[src/rtl/cvs_pkg.sv]
// Shared types for the clock victim selector.
// Assumes: nothing beyond IEEE 1800-2017.
package cvs_pkg;

    // Search controller state: waiting for a request, or walking the ring.
    typedef enum logic {
        CVS_IDLE = 1'b0,
        CVS_SCAN = 1'b1
    } cvs_state_e;

endpackage

[src/rtl/cvs_frame_bits.sv]
// Per-frame bookkeeping: one reference bit and one occupancy bit per frame.
// Assumes: at most one access, one fill, one sweep clear and one vacate per
// cycle. Access or fill setting a reference bit beats a sweep clear on the
// same frame. A fill beats a vacate on the same frame.
module cvs_frame_bits #(
    parameter int NUM_FRAMES = 8,
    localparam int IDX_W = $clog2(NUM_FRAMES)
) (
    input  logic                  clk,
    input  logic                  rst_n,
    input  logic                  acc_valid,
    input  logic [IDX_W-1:0]      acc_idx,
    input  logic                  fill_valid,
    input  logic [IDX_W-1:0]      fill_idx,
    input  logic                  clr_valid,
    input  logic [IDX_W-1:0]      clr_idx,
    input  logic                  vac_valid,
    input  logic [IDX_W-1:0]      vac_idx,
    output logic [NUM_FRAMES-1:0] ref_bits,
    output logic [NUM_FRAMES-1:0] occ_bits
);

    for (genvar i = 0; i < NUM_FRAMES; i++) begin : g_frame
        localparam logic [IDX_W-1:0] MY_IDX = IDX_W'(i);

        logic hit_acc;
        logic hit_fill;
        logic hit_clr;
        logic hit_vac;

        // Decode which requests address this frame.
        always_comb begin
            hit_acc  = acc_valid  && (acc_idx  == MY_IDX);
            hit_fill = fill_valid && (fill_idx == MY_IDX);
            hit_clr  = clr_valid  && (clr_idx  == MY_IDX);
            hit_vac  = vac_valid  && (vac_idx  == MY_IDX);
        end

        // Reference bit: a set request wins over the sweep clear.
        always_ff @(posedge clk) begin
            if (!rst_n) begin
                ref_bits[i] <= 1'b0;
            end else if (hit_acc || hit_fill) begin
                ref_bits[i] <= 1'b1;
            end else if (hit_clr) begin
                ref_bits[i] <= 1'b0;
            end
        end

        // Occupancy bit: a fill wins over a vacate.
        always_ff @(posedge clk) begin
            if (!rst_n) begin
                occ_bits[i] <= 1'b0;
            end else if (hit_fill) begin
                occ_bits[i] <= 1'b1;
            end else if (hit_vac) begin
                occ_bits[i] <= 1'b0;
            end
        end
    end

endmodule

[src/rtl/cvs_sweep_ctrl.sv]
// Hand pointer and search controller. It inspects the frame under the hand
// once per cycle while scanning. It either takes that frame as the victim
// (empty, or reference bit clear) or asks for its reference bit to be cleared
// and moves on.
// Assumes: frame bits are registered elsewhere and seen one cycle after update.
// Requests seen during a scan are dropped.
module cvs_sweep_ctrl
    import cvs_pkg::*;
#(
    parameter int NUM_FRAMES = 8,
    localparam int IDX_W = $clog2(NUM_FRAMES),
    localparam int CNT_W = $clog2(NUM_FRAMES + 2)
) (
    input  logic                  clk,
    input  logic                  rst_n,
    input  logic                  evict_req,
    input  logic [NUM_FRAMES-1:0] ref_bits,
    input  logic [NUM_FRAMES-1:0] occ_bits,
    output logic [IDX_W-1:0]      hand,
    output logic                  busy,
    output logic                  clr_valid,
    output logic [IDX_W-1:0]      clr_idx,
    output logic                  vac_valid,
    output logic [IDX_W-1:0]      vac_idx,
    output logic                  victim_valid,
    output logic [IDX_W-1:0]      victim_idx,
    output logic [CNT_W-1:0]      victim_probes
);

    localparam logic [IDX_W-1:0] LAST_IDX = IDX_W'(NUM_FRAMES - 1);

    cvs_state_e           state_q;
    logic [IDX_W-1:0]     hand_q;
    logic [IDX_W-1:0]     hand_nx;
    logic [CNT_W-1:0]     probes_q;
    logic                 take;
    logic                 pass;

    // Next hand position with wrap for any ring size.
    always_comb begin
        hand_nx = (hand_q == LAST_IDX) ? '0 : hand_q + 1'b1;
    end

    // Verdict on the frame under the hand during a scan.
    always_comb begin
        take = (state_q == CVS_SCAN) && (!occ_bits[hand_q] || !ref_bits[hand_q]);
        pass = (state_q == CVS_SCAN) && !take;
    end

    // Requests to the frame bookkeeping.
    always_comb begin
        clr_valid = pass;
        clr_idx   = hand_q;
        vac_valid = take;
        vac_idx   = hand_q;
        hand      = hand_q;
        busy      = (state_q == CVS_SCAN);
    end

    // Search sequencing, hand movement and registered result.
    always_ff @(posedge clk) begin
        if (!rst_n) begin
            state_q       <= CVS_IDLE;
            hand_q        <= '0;
            probes_q      <= '0;
            victim_valid  <= 1'b0;
            victim_idx    <= '0;
            victim_probes <= '0;
        end else begin
            victim_valid <= 1'b0;
            case (state_q)
                CVS_IDLE: begin
                    if (evict_req) begin
                        state_q  <= CVS_SCAN;
                        probes_q <= CNT_W'(1);
                    end
                end
                default: begin
                    hand_q <= hand_nx;
                    if (take) begin
                        victim_valid  <= 1'b1;
                        victim_idx    <= hand_q;
                        victim_probes <= probes_q;
                        state_q       <= CVS_IDLE;
                    end else begin
                        probes_q <= probes_q + 1'b1;
                    end
                end
            endcase
        end
    end

endmodule

[src/rtl/clock_victim_sel.sv]
// Top of the clock second-chance victim selector. It joins the per-frame bit
// store with the sweep controller.
// Assumes: evict_req is a one-cycle pulse issued only when a victim is needed.
// Frame indices are below NUM_FRAMES.
module clock_victim_sel #(
    parameter int NUM_FRAMES = 8,
    localparam int IDX_W = $clog2(NUM_FRAMES),
    localparam int CNT_W = $clog2(NUM_FRAMES + 2)
) (
    input  logic             clk,
    input  logic             rst_n,
    input  logic             acc_valid,
    input  logic [IDX_W-1:0] acc_idx,
    input  logic             fill_valid,
    input  logic [IDX_W-1:0] fill_idx,
    input  logic             evict_req,
    output logic             victim_valid,
    output logic [IDX_W-1:0] victim_idx,
    output logic [CNT_W-1:0] victim_probes
);

    logic [NUM_FRAMES-1:0] ref_w;
    logic [NUM_FRAMES-1:0] occ_w;
    logic [IDX_W-1:0]      hand_w;
    logic                  busy_w;
    logic                  clr_valid_w;
    logic [IDX_W-1:0]      clr_idx_w;
    logic                  vac_valid_w;
    logic [IDX_W-1:0]      vac_idx_w;

    cvs_frame_bits #(.NUM_FRAMES(NUM_FRAMES)) u_bits (
        .clk        (clk),
        .rst_n      (rst_n),
        .acc_valid  (acc_valid),
        .acc_idx    (acc_idx),
        .fill_valid (fill_valid),
        .fill_idx   (fill_idx),
        .clr_valid  (clr_valid_w),
        .clr_idx    (clr_idx_w),
        .vac_valid  (vac_valid_w),
        .vac_idx    (vac_idx_w),
        .ref_bits   (ref_w),
        .occ_bits   (occ_w)
    );

    cvs_sweep_ctrl #(.NUM_FRAMES(NUM_FRAMES)) u_sweep (
        .clk           (clk),
        .rst_n         (rst_n),
        .evict_req     (evict_req),
        .ref_bits      (ref_w),
        .occ_bits      (occ_w),
        .hand          (hand_w),
        .busy          (busy_w),
        .clr_valid     (clr_valid_w),
        .clr_idx       (clr_idx_w),
        .vac_valid     (vac_valid_w),
        .vac_idx       (vac_idx_w),
        .victim_valid  (victim_valid),
        .victim_idx    (victim_idx),
        .victim_probes (victim_probes)
    );

endmodule

[config.mk]
export PLATFORM = sky130hd
export DESIGN_NAME = clock_victim_sel
export DESIGN_NICKNAME = d
export VERILOG_FILES = /design/src/rtl/cvs_pkg.sv /design/src/rtl/cvs_frame_bits.sv /design/src/rtl/cvs_sweep_ctrl.sv /design/src/rtl/clock_victim_sel.sv
export SDC_FILE = /design/constraint.sdc
export NUM_CORES = 1
export LEC_CHECK = 0
export ABC_AREA = 1
export ABC_CLOCK_PERIOD_IN_PS = 1900
export BUFFER_PORTS_ARGS = -buffer_cell sky130_fd_sc_hd__buf_2
export CAP_MARGIN = 10
export CELL_PAD_IN_SITES_DETAIL_PLACEMENT = 0
export CELL_PAD_IN_SITES_GLOBAL_PLACEMENT = 2
export CORE_ASPECT_RATIO = 0.75
export CORE_UTILIZATION = 33
export DETAILED_ROUTE_END_ITERATION = 10
export GPL_TIMING_DRIVEN = 0
export PLACE_DENSITY = 0.82
export SYNTH_ARGS = -nofsm -noshare
export SYNTH_HDL_FRONTEND = slang
export SYNTH_SLANG_ARGS = --single-unit
export TNS_END_PERCENT = 1
[constraint.sdc]
create_clock -name clk -period 1.9 [get_ports clk]
set_clock_uncertainty 0.2 [all_clocks]
set_input_delay 0.285 -clock clk [delete_from_list [all_inputs] [get_ports clk]]
set_output_delay 0.285 -clock clk [all_outputs]
set_load 0.01 [all_outputs]
## After elaboration in Yosys (flattened, before gate mapping)

Index checks and enable logic that the tools add are counted.

- Register bits after elaboration: 32
- Output and inout port bits: 8
- Logic and storage cells: 160

- Add/sub/neg operators: 2
- $lt $le $gt $ge: 1
- Equal/unequal tests: 22
- Muxes and demuxes: 44
- Reductions and logical operators: 69

Operator list:

| cell | count |
|---|---|
| $mux 1 | 38 |
| $eq 3x3->1 const B | 12 |
| $logic_and 1x1->1 | 34 |
| $reduce_bool 2->1 | 17 |
| $eq 3x2->1 const B | 6 |
| $mux 4 | 3 |
| $eq 3x1->1 const B | 3 |
| $logic_not 3->1 | 3 |
| $logic_or 1x1->1 | 9 |
| $bmux 1 s3 | 2 |
| $reduce_and 2->1 | 3 |
| $add 4x1->4 const B | 1 |
| $lt 3x4->1 const B | 1 |
| $add 3x1->3 const B | 1 |
| $logic_not 1->1 | 3 |
| $mux 3 | 1 |
| $ne 2x2->1 const B | 1 |

## Longest topological paths before layout

Gate-level depths: netlist of run 1.

- Depth in word-level cells: 10
- Depth in mapped cells: 11
- Depth with buffers taken out: 10

## Cells and area by module

Synthesis of run 1 repeated with hierarchy kept, for this count alone.

- Cells, all modules: 249
- Area, all modules: 1667.8 µm²

Modules (own cells, without submodules):

| module | instances | cells an instance | area each (µm²) |
|---|---|---|---|
| cvs_sweep_ctrl | 1 | 104 | 835.8 |
| cvs_frame_bits | 1 | 145 | 832.0 |

## Worst setup path after synthesis of run 1

Ideal clock, no wire load.

- Path kind: register to register
- Start point: reg u_sweep.hand_q[0], in the netlist u_sweep.clr_idx[0]
- End point: reg u_sweep.victim_idx[1]
- Library setup time: 0.113 ns
- Data arrival time: 1.223 ns
- Required time: 1.587 ns
- Setup slack: 0.363 ns
- Cell stages (with the launch flop): 11
- Path buffers: 1
- Clock period less this slack: 1.537 ns
- Cell sequence: dfxtp_1 buf_6 nand3_1 nand2_2 nand2_2 nand3_4 nand2_8 nand2_8 clkinv_4 nor2_1 nor2_1

- Longest elaborated chain between the ends: 6
- Elaborated cells on any way between the ends: 9
- Those cells by class: mux (4); reduce/logical (5)

Ends and longest elaborated chain:

| item | RTL line | text |
|---|---|---|
| start: declaration | cvs_sweep_ctrl.sv:33 | `logic [IDX_W-1:0] hand_q;` |
| start signal: assignment | cvs_sweep_ctrl.sv:79 | `hand_q <= hand_nx;` |
| $bmux 1 s3 | cvs_sweep_ctrl.sv:46 | `take = (state_q == CVS_SCAN) && (!occ_bits[hand_q] \|\| !ref_bits[hand_q]);` |
| $mux 1 (not written as such) | cvs_sweep_ctrl.sv:46 |  |
| $logic_not 1->1 | cvs_sweep_ctrl.sv:46 |  |
| $logic_or 1x1->1 (*) | cvs_sweep_ctrl.sv:46 |  |
| $logic_and 1x1->1 (*) | cvs_sweep_ctrl.sv:46 |  |
| $reduce_and 2->1 (no source line) (*) | -- |  |
| end signal: assignment | cvs_sweep_ctrl.sv:82 | `victim_idx <= hand_q;` |
| end: declaration | cvs_sweep_ctrl.sv:26 | `output logic [IDX_W-1:0] victim_idx,` |

Every way passes the cells marked *; elsewhere a longest branch is shown, timed or not. The select of a mux whose other input is x is not followed.
A chain may end at the register's enable or synchronous reset.

## Worst setup path after layout of run 1

- Start point: reg u_sweep.hand_q[0], in the netlist u_sweep.clr_idx[0]
- End point: reg u_sweep.victim_probes[1]

- Longest elaborated chain between the ends: 6
- Elaborated cells on any way between the ends: 9
- Those cells by class: mux (4); reduce/logical (5)

Ends and longest elaborated chain:

| item | RTL line | text |
|---|---|---|
| $bmux 1 s3 | cvs_sweep_ctrl.sv:46 |  |
| $mux 1 (not written as such) | cvs_sweep_ctrl.sv:46 |  |
| $logic_not 1->1 | cvs_sweep_ctrl.sv:46 |  |
| $logic_or 1x1->1 (*) | cvs_sweep_ctrl.sv:46 |  |
| $logic_and 1x1->1 (*) | cvs_sweep_ctrl.sv:46 |  |
| $reduce_and 2->1 (no source line) (*) | -- |  |
| end signal: assignment | cvs_sweep_ctrl.sv:83 | `victim_probes <= probes_q;` |
| end: declaration | cvs_sweep_ctrl.sv:27 | `output logic [CNT_W-1:0] victim_probes` |

Marked as above.

==> out/results.ini, run 1 <==
[routing]
drt-initial-drc-count=39
vias_per_cell=4.77
firstDrtPassIters=9
wl_per_cell_um=12.5
ant_nets=0
vias=1480
routed_wl_mm=3.88
drc=1

[die]
fp.dieH_um=64.0
ioPinCount=19
std_cell_rows=22
initial_core_util=0.346
die-area_um2=5420
die_width_um=84.7
core-area_um2=4900

[layout]
drive_gt1_frac=0.184
antennaDiodeCount=0
synthToLayoutAreaGrowth_pct=15.2
fin_nets=268
final_area_um2=1950
post-route-util=0.398

[sta]
fmax_ghz=0.565
rsz0062_at_grt=no
holdWs_ns=0.120
max_slew_margin=0.655
post-route-min-period_ns=1.77
hold_viol=0
drv_slew=0
tightest_slew_ns=0.518
totalNegativeSetupSlack_ns=0
setup_violations=0
fin_crit_sh=0.931

[global_route]
grt_pass1_wl_mm=6.51
grt_max_degree=11
overflow=0
antenna_found_initial=0
grt_usage=0.160
grt_pass1_vias=1347

[critical_path]
startpoint_type=flip-flop
path_max_fanout=10
worstSetupEndpointType=flip-flop
reg2reg_slack_ns=0.13
critPathRequiredTime_ns=1.89
arrival_ns=1.76
critical_path_class=flip-flop to flip-flop

[logic_synthesis]
synth_cells=226
yosysSeqAreaShare=0.378
avgSynthCellArea_um2=7.49
netlist_top_cells_area=dfxtp_1, a21oi_1, nand2_1
syn-cell-area_um2=1690
synth_top_cell_by_area=dfxtp_1
yosysWarnings=0
synth_top_area_frac=0.378
ys_ff_latch=32
synth_fp_nets=244
synth_cell_types=26

[clock_network]
clk_latency_ns=0.29
htree_levels=2
cts_tree=done
clock_sinks=32
cts_buffer_depth=2
clk_transition_reported_paths_ns=0.06
post_cts_resized=0
holdBufCountCts=0
cts-root-buf=clkbuf_8
cts-buffers-inserted=5
cts_setup_buffers=0

[placed_design]
place_hpwl_mm=2.99
place.gp.congestion=0.782
io_buffers=17
place_area_um2=1850

[run_status]
outcome=finished with violations
violations=design-rule violations

[flow_run]
cap_violations=0

[pwr]
powerDensity_nw_per_um2=780
p_leak_nw=0.850
peakVddDrop_mv=0.259
power.total_mw=1.52

[worst_hold_path]
hold_path_class=primary input to flip-flop

## power breakdown
group / total (mW) / leakage (nW) / internal, mW / switching (mW)
Sequential: 0.730 / 0.261 / 0.705 / 0.0248
Combinational: 0.221 / 0.539 / 0.0762 / 0.145
Clock: 0.570 / 0.0503 / 0.322 / 0.248
Total: 1.52 / 0.850 / 1.10 / 0.417
## metrics by stage
stage	worst slack [ns]	instances
final	0.131	310
after global routing	0.0137	310
after CTS	0.128	310
after detailed placement	0.138	303
after global placement	0.127	303
after floorplan	0.363	226
## layer usage
metal  up-vias  global-route usage  routed length (um)
met3         7              0.0426                 196
met1       653               0.245                2180
met2        29               0.204                1440
met4         0              0.0636                  62
li1        791                   -                   -
met5         -                   0                   0
## kinds of logic (layout without fill, tap and decap cells)
kind of cell	count (synthesis)	in the layout	share of synthesized area
AND/OR/NAND/NOR	112	112	0.353
buffers and inverters	36	60	0.0961
XOR/XNOR	2	2	0.0103
AO/OA/AOI/OAI	37	37	0.111
adder cells (fa/ha/maj)	7	7	0.0517
flip-flops	32	32	0.378
## final timing paths
path	cells past startpoint	end	start
hold reg to reg	2	u_sweep.victim_idx[2]$_SDFFE_PN0P_	u_sweep.victim_idx[2]$_SDFFE_PN0P_
hold / removal	3	u_sweep.probes_q[0]$_SDFFE_PN0P_	rst_n
setup / recovery	10	u_sweep.victim_probes[1]$_SDFFE_PN0P_	u_sweep.clr_idx[0]$_SDFFE_PN0P_
setup reg to reg	10	u_sweep.victim_probes[1]$_SDFFE_PN0P_	u_sweep.clr_idx[0]$_SDFFE_PN0P_
## worst max-delay path, stage by stage, from the launching register on
cell,delay (ns)
dfxtp_1,0.37
buf_6,0.16
nand3_1,0.13
nand3_1,0.12
nand2_2,0.10
nand2_8,0.13
nand2_8,0.10
nand2_8,0.13
clkinv_4,0.07
nor2_1,0.09
nor2_1,0.05
## Yosys cell counts
cell and count:
nand2_1 40, dfxtp_1 32, a21oi_1 30, nor2_1 27
inv_1 26, nand3_1 22, nand4_1 8, ha_1 7
nand2_2 4, nand3_2 4, o21ai_1 4, nand2_8 3
buf_2 2, buf_4 2, clkbuf_1 2, nand3_4 2
o21ai_0 2, a22oi_1 1, buf_6 1, clkinv_4 1
inv_2 1, inv_6 1, nor2_8 1, nor3_1 1
xnor2_1 1, xor2_1 1
## cell type report
| class | instances | area (um^2) |
|---|---|---|
| buffer | 7 | 43.8 |
| clock buffer | 7 | 96.3 |
| fill | 549 | 2950 |
| inverter | 29 | 119 |
| multi-input combinational | 158 | 890 |
| sequential | 32 | 641 |
| tap | 60 | 75.1 |
| timing repair buffer | 17 | 85.1 |
## layout by cell type (no fill, tap or decap)
cell,n
clkbuf_8,7
nor2_8,1
clkinv_4,1
nand3_1,22
o21ai_1,4
dfxtp_1,32
buf_4,2
xnor2_1,1
nand2_8,3
buf_6,1
a21oi_1,30
inv_1,26
nand2_1,40
nor2_1,27
nand2_2,4
nor3_1,1
a22oi_1,1
o21ai_0,2
inv_2,1
clkbuf_1,2
nand4_1,8
nand3_4,2
ha_1,7
inv_6,1
buf_2,19
nand3_2,4
xor2_1,1
## sequential cells by signal, summed over array words and instances (netlist names)
signal / count
u_sweep.victim_probes: 4
u_sweep.clr_idx: 3
u_bits.ref_bits: 8
u_bits.occ_bits: 8
u_sweep.victim_idx: 3
u_sweep.busy: 1
u_sweep.victim_valid: 1
u_sweep.probes_q: 4
No activity file was read; power rests on OpenSTA's default activity.
==> inputs of run 2 (changes only) <==
CORE_MARGIN = 2   (was default)
==> out/results.ini, run 2 (synthesized netlist as in run 1, its figures left out) <==
[sta]
totalNegativeSetupSlack_ns=0  ; unchanged
drv_slew=0  ; unchanged
hold_viol=0  ; unchanged
setup_violations=0  ; unchanged
post-route-min-period_ns=1.73  ; -0.0341 ns
fin_crit_sh=0.913  ; -0.0179
holdWs_ns=0.124  ; +0.00424 ns
fmax_ghz=0.576  ; +2.0%
tightest_slew_ns=0.562  ; +0.0436 ns
rsz0062_at_grt=no
max_slew_margin=0.625  ; -0.0290
setup_slack_ns=0.165  ; +0.0341 ns

[routing]
ant_nets=0  ; unchanged
drc=0  ; -1
vias=1489  ; +0.61%
wl_per_cell_um=12.9  ; +3.0%
vias_per_cell=4.80  ; +0.61%
firstDrtPassIters=4  ; -5
routed_wl_mm=4.00  ; +3.0%
drt-initial-drc-count=104  ; +170%

[critical_path]
path_max_fanout=10  ; unchanged
worstSetupEndpointType=flip-flop
crit_path_frequent_cell=nand2_8
critPathRequiredTime_ns=1.87  ; -0.02 ns
crit_family=simple AND/OR/NAND/NOR gates
max_stage_delay_ns=0.47  ; +0.10 ns
critPathBufInv=2  ; unchanged
startpoint_type=flip-flop
crit_chain=inv_1 -> nand3_1 -> nand2_2 -> nand2_8 -> nand2_8 -> nand2_8 -> clkinv_4 -> nor2_1 -> nor2_1
arrival_ns=1.71  ; -0.05 ns
critical_path_class=flip-flop to flip-flop
cp_slowest_cell=dfxtp_1

[layout]
largestRegisters=u_bits.occ_bits x8, u_bits.ref_bits x8
mostFrequentLayoutCells=nand2_1, dfxtp_1, a21oi_1
synthToLayoutAreaGrowth_pct=15.2  ; about the same
fillers=518  ; -5.6%
fin_nets=268  ; unchanged
post-route-util=0.396  ; -0.00197
antennaDiodeCount=0  ; unchanged
drive_gt1_frac=0.188  ; +0.00400
layout_commonest_cell=nand2_1

[pwr]
p_leak_nw=0.851  ; about the same
powerDensity_nw_per_um2=778  ; -0.33%
power.total_mw=1.52  ; -0.27%
peakVddDrop_mv=0.192  ; -26%

[global_route]
grt_usage=0.158  ; -0.00153
grt_pass1_wl_mm=6.79  ; +4.2%
antenna_found_initial=0  ; unchanged
overflow=0  ; unchanged
grt_max_degree=11  ; unchanged
grt_pass1_vias=1405  ; +4.3%

[clock_network]
cts-buffers-inserted=5  ; unchanged
clock_sinks=32  ; unchanged
clk_transition_reported_paths_ns=0.07  ; about the same
post_cts_resized=0  ; unchanged
htree_levels=2  ; unchanged
holdBufCountCts=0  ; unchanged
clk_latency_ns=0.28  ; about the same
cts_buffer_depth=2  ; unchanged
cts-root-buf=clkbuf_8
cts_setup_buffers=0  ; unchanged
cts_tree=done

[placed_design]
place.gp.congestion=0.802  ; +2.5%
io_buffers=17  ; unchanged
dpl_worst_slack_ns=0.126  ; -0.0120 ns
place_hpwl_mm=3.06  ; +2.3%

[run_status]
outcome=completed

[die]
die_width_um=86.7  ; +2.4%
ioPinCount=19  ; unchanged
core-area_um2=4930  ; +0.56%
initial_core_util=0.344  ; -0.00193
die-area_um2=5720  ; +5.6%
fp.dieH_um=66.0  ; +3.1%
std_cell_rows=22  ; unchanged

[flow_run]
cap_violations=0  ; unchanged

[worst_hold_path]
hold_path_class=primary input to flip-flop

-- run 2: final timing paths --
check	start	to	slack (ns)	depth (start not counted)
max reg2reg	u_sweep.clr_idx[1]$_SDFFE_PN0P_	u_sweep.victim_probes[1]$_SDFFE_PN0P_	0.17	9
min reg2reg	u_bits.occ_bits[7]$_SDFFE_PN0P_	u_bits.occ_bits[7]$_SDFFE_PN0P_	0.26	2
min	fill_valid	u_bits.occ_bits[4]$_SDFFE_PN0P_	0.12	3
max	u_sweep.clr_idx[1]$_SDFFE_PN0P_	u_sweep.victim_probes[1]$_SDFFE_PN0P_	0.17	9
-- run 2: area by class of cell --
| type | count | area (um^2) | area share |
|---|---|---|---|
| repair buffers | 17 | 85.1 | 0.0436 |
| flip-flops and latches | 32 | 642 | 0.329 |
| plain buffers | 7 | 43.8 | 0.0225 |
| inverters | 29 | 119 | 0.0609 |
| clock buffers | 7 | 96.3 | 0.0494 |
| multi-input cells | 158 | 890 | 0.456 |
| well taps | 60 | 75.1 | 0.0385 |
-- run 2: worst register-to-register path, stage by stage (launching register included) --
cell and delay, ns:
dfxtp_1 0.47, inv_1 0.17, nand3_1 0.13, nand2_2 0.10, nand2_8 0.13, nand2_8 0.10, nand2_8 0.13, clkinv_4 0.07
nor2_1 0.09, nor2_1 0.05
-- run 2: metrics by stage --
step	instance area [um^2]	cells
after floorplan	1690	226
after global placement	1850	303
after detailed placement	1850	303
after CTS	1950	310
after global routing	1950	310
final	1950	310
-- run 2: power breakdown --
group / switching, mW / leakage [nW] / internal [mW]
Clock: 0.241 / 0.0503 / 0.322
Sequential: 0.0251 / 0.262 / 0.706
Combinational: 0.147 / 0.539 / 0.0763
Total: 0.413 / 0.851 / 1.10
-- run 2: per-layer routing --
metal	GRT usage	wire, um
met2	0.208	1500
met4	0.0586	55
met1	0.243	2230
met3	0.0375	214
met5	0	0
==> inputs of run 3 (changes only) <==
ABC_AREA = 0   (was 1)
CORE_UTILIZATION = 34   (was 33)
PLACE_DENSITY = default   (was 0.82)
PLACE_DENSITY_LB_ADDON = 0.1   (was default)
==> out/results.ini, run 3 <==
[pwr]
p_leak_nw=0.747  ; -12%
powerDensity_nw_per_um2=787  ; +1.2%
peakVddDrop_mv=0.368  ; +92%
seq_power_share=0.472  ; -0.010
pwr-share-comb=0.105  ; -0.042
intPower_mw=1.15  ; +3.8%
p_clk_frac=0.423  ; +0.052
switching_share=0.242  ; -0.0303
p_sw_uw=365  ; -11%

[routing]
ant_nets=0  ; unchanged
drt-initial-drc-count=74  ; -29%
firstDrtPassIters=4  ; unchanged
vias_per_cell=5.08  ; +5.7%
drc=0  ; unchanged
routed_wl_mm=3.95  ; -1.1%
wl_per_cell_um=15.1  ; +17%
vias=1325  ; -11%

[critical_path]
worstSetupEndpointType=flip-flop
critical_path_class=flip-flop to flip-flop
rr_worst_depth=6  ; -3
crit_end=u_sweep.victim_idx[0]$_SDFFE_PN0P_
reg2reg_slack_ns=-0.12  ; -0.28 ns
critPathRequiredTime_ns=1.89  ; +0.02 ns
cp-startpoint=u_sweep.clr_idx[0]$_SDFFE_PN0P_
startpoint_type=flip-flop
path_max_fanout=10  ; unchanged
arrival_ns=2.01  ; +0.30 ns
r2r_start=u_sweep.clr_idx[0]$_SDFFE_PN0P_
timing.rr.end=u_sweep.victim_idx[0]$_SDFFE_PN0P_

[clock_network]
clk_latency_ns=0.28  ; about the same
clk_transition_reported_paths_ns=0.07  ; about the same
holdBufCountCts=0  ; unchanged
cts-buffers-inserted=5  ; unchanged
cts_buffer_depth=2  ; unchanged
cts-root-buf=clkbuf_8
htree_levels=2  ; unchanged
cts_tree=done
clock_sinks=32  ; unchanged

[die]
core-area_um2=4410  ; -10%
die_width_um=81.7  ; -5.8%
fp.dieH_um=62.2  ; -5.7%
std_cell_rows=21  ; -4.5%
die-area_um2=5080  ; -11%
initial_core_util=0.348  ; +0.00478
ioPinCount=19  ; unchanged

[logic_synthesis]
synth_top_area_frac=0.417  ; +0.0382
yosysWarnings=0  ; unchanged
yosysSeqAreaShare=0.417  ; +0.0382
ys_ff_latch=32  ; unchanged
avgSynthCellArea_um2=8.89  ; +19%
synth_cell_types=38  ; +46%
synth_top_cell_by_area=dfxtp_1
yosysMostFrequentCell=dfxtp_1
syn-cell-area_um2=1540  ; -9.2%
synth-main-ff-cell=dfxtp_1
synth_fp_nets=191  ; -22%
netlist_top_cells_area=dfxtp_1, ha_1, nand2_1
async_reset_ff_frac=0  ; unchanged
synth_cells=173  ; -23%
synth-edff-count=0  ; unchanged
ys_top_cells_by_count=dfxtp_1, nand2_1, a21oi_1

[placed_design]
place_hpwl_mm=2.94  ; -3.9%
place.gp.congestion=0.809  ; +0.97%
io_buffers=17  ; unchanged
dp_cells=247  ; -18%

[sta]
rsz0062_at_grt=yes
post-route-min-period_ns=2.02  ; +0.284 ns
fmax_ghz=0.495  ; -14%
tightest_slew_ns=0.593  ; +0.0315 ns
holdWs_ns=0.123  ; -0.00181 ns
drv_slew=0  ; unchanged
max_slew_margin=0.604  ; -0.0210
fin_crit_sh=1.06  ; +0.149
setup_slack_ns=-0.119  ; -0.284 ns
hold_viol=0  ; unchanged
setup_violations=20  ; +20

[layout]
fillers=450  ; -13%
mostFrequentLayoutCells=dfxtp_1, nand2_1, buf_2
drive_gt1_frac=0.250  ; +0.0620
synthToLayoutAreaGrowth_pct=25.0
fin_nets=221  ; -18%
antennaDiodeCount=0  ; unchanged
stdcell_count=261  ; -16%
seq_area_um2=648  ; +0.97%
layout_commonest_cell=dfxtp_1
largestRegisters=u_bits.occ_bits x8, u_bits.ref_bits x8
multi_input_area_um2=885  ; -0.56%

[run_status]
violations=negative setup slack
outcome=finished with violations

[global_route]
overflow=0  ; unchanged
grt_pass1_vias=1325  ; -5.7%
grt_pass1_wl_mm=6.58  ; -3.0%
grt_max_degree=11  ; unchanged
antenna_found_initial=0  ; unchanged
grt_usage=0.174  ; +0.0157

[flow_run]
cap_violations=0  ; unchanged

[worst_hold_path]
hold_path_class=primary input to flip-flop

## run 3: cell types whose count changed in the layout (fill, tap and decap cells not counted), sizes merged, moves of 8 or more
| cell | before | now |
|---|---|---|
| a21oi | 30 | 14 |
| inv | 28 | 9 |
| nand2 | 47 | 19 |
| nand3 | 28 | 12 |
| nor2 | 28 | 6 |
| o21ai | 6 | 14 |
| o31ai | 0 | 9 |
## run 3: layout make-up
type | instances | area share
buffer | 7 | 0.0195
clock buffer | 6 | 0.0378
clock inverter | 2 | 0.0182
inverter | 9 | 0.0202
multi-input combinational | 125 | 0.460
sequential | 32 | 0.337
tap | 57 | 0.0371
timing repair buffer | 23 | 0.0697
## run 3: worst min path at each step
| stage | from | endpoint | slack [ns] | cells after the start |
|---|---|---|---|---|
| floorplan | u_sweep.probes_q[3]$_SDFFE_PN0P_ | u_sweep.victim_probes[3]$_SDFFE_PN0P_ | 0.24 | 2 |
| global placement | u_sweep.victim_idx[2]$_SDFFE_PN0P_ | u_sweep.victim_idx[2]$_SDFFE_PN0P_ | 0.24 | 2 |
| detailed placement | u_sweep.victim_idx[2]$_SDFFE_PN0P_ | u_sweep.victim_idx[2]$_SDFFE_PN0P_ | 0.25 | 2 |
| CTS | fill_idx[0] | u_bits.occ_bits[3]$_SDFFE_PN0P_ | 0.12 | 3 |
| global route | fill_idx[2] | u_bits.occ_bits[4]$_SDFFE_PN0P_ | 0.13 | 3 |
| finish | fill_idx[0] | u_bits.occ_bits[3]$_SDFFE_PN0P_ | 0.12 | 3 |
## run 3: metrics by stage
stage	cell area [um^2]	TNS [ns]	power (mW)	utilization	worst slack (ns)
finish	1920	-1.19	1.51	0.435	-0.119
global route	1920	-2.53	1.60	0.435	-0.178
CTS	1900	-1.09	1.53	0.429	-0.105
detailed placement	1690	-4.47	0.866	0.384	-0.318
global placement	1690	-4.71	0.865	0.384	-0.323
floorplan	1540	0	0.814	-	0.00364
## run 3: critical path: stages, from the launching register on
cell	delay [ns]
dfxtp_4	0.37
inv_6	0.08
mux4_2	0.60
o211ai_4	0.32
buf_6	0.19
nand3_1	0.09
o31ai_1	0.08
## run 3: timing repair
action                     4_1_cts  5_1_grt
setup endpoints to repair       22       26
pin swaps                       10        2
setup buffers                    6        0
gates resized for setup         16        8
## run 3: logic make-up (layout without fill, tap and decap cells)
family,Yosys count,after routing,share of synthesized area
adder cells (fa/ha/maj),7,7,0.0570
AO/OA/AOI/OAI,53,53,0.235
flip-flops,32,32,0.417
buffers and inverters,16,47,0.0447
AND/OR/NAND/NOR,62,62,0.219
multiplexers,3,3,0.0277
## run 3: power by group through the flow
| stage | Sequential (mW) | Clock (mW) | Combinational [mW] |
|---|---|---|---|
| finish | 0.714 | 0.639 | 0.158 |
| CTS | 0.713 | 0.660 | 0.153 |
| global route | 0.717 | 0.703 | 0.177 |
| detailed placement | 0.728 | 0 | 0.138 |
| floorplan | 0.725 | 0 | 0.0896 |
| global placement | 0.728 | 0 | 0.137 |
## run 3: metal layers
layer / GRT usage / routed length [um] / vias to the layer above
met3: 0.0436 / 110 / 5
met1: 0.273 / 2160 / 622
met4: 0.0438 / 30 / 0
li1: - / - / 682
met5: 0 / 0 / -
met2: 0.234 / 1650 / 16
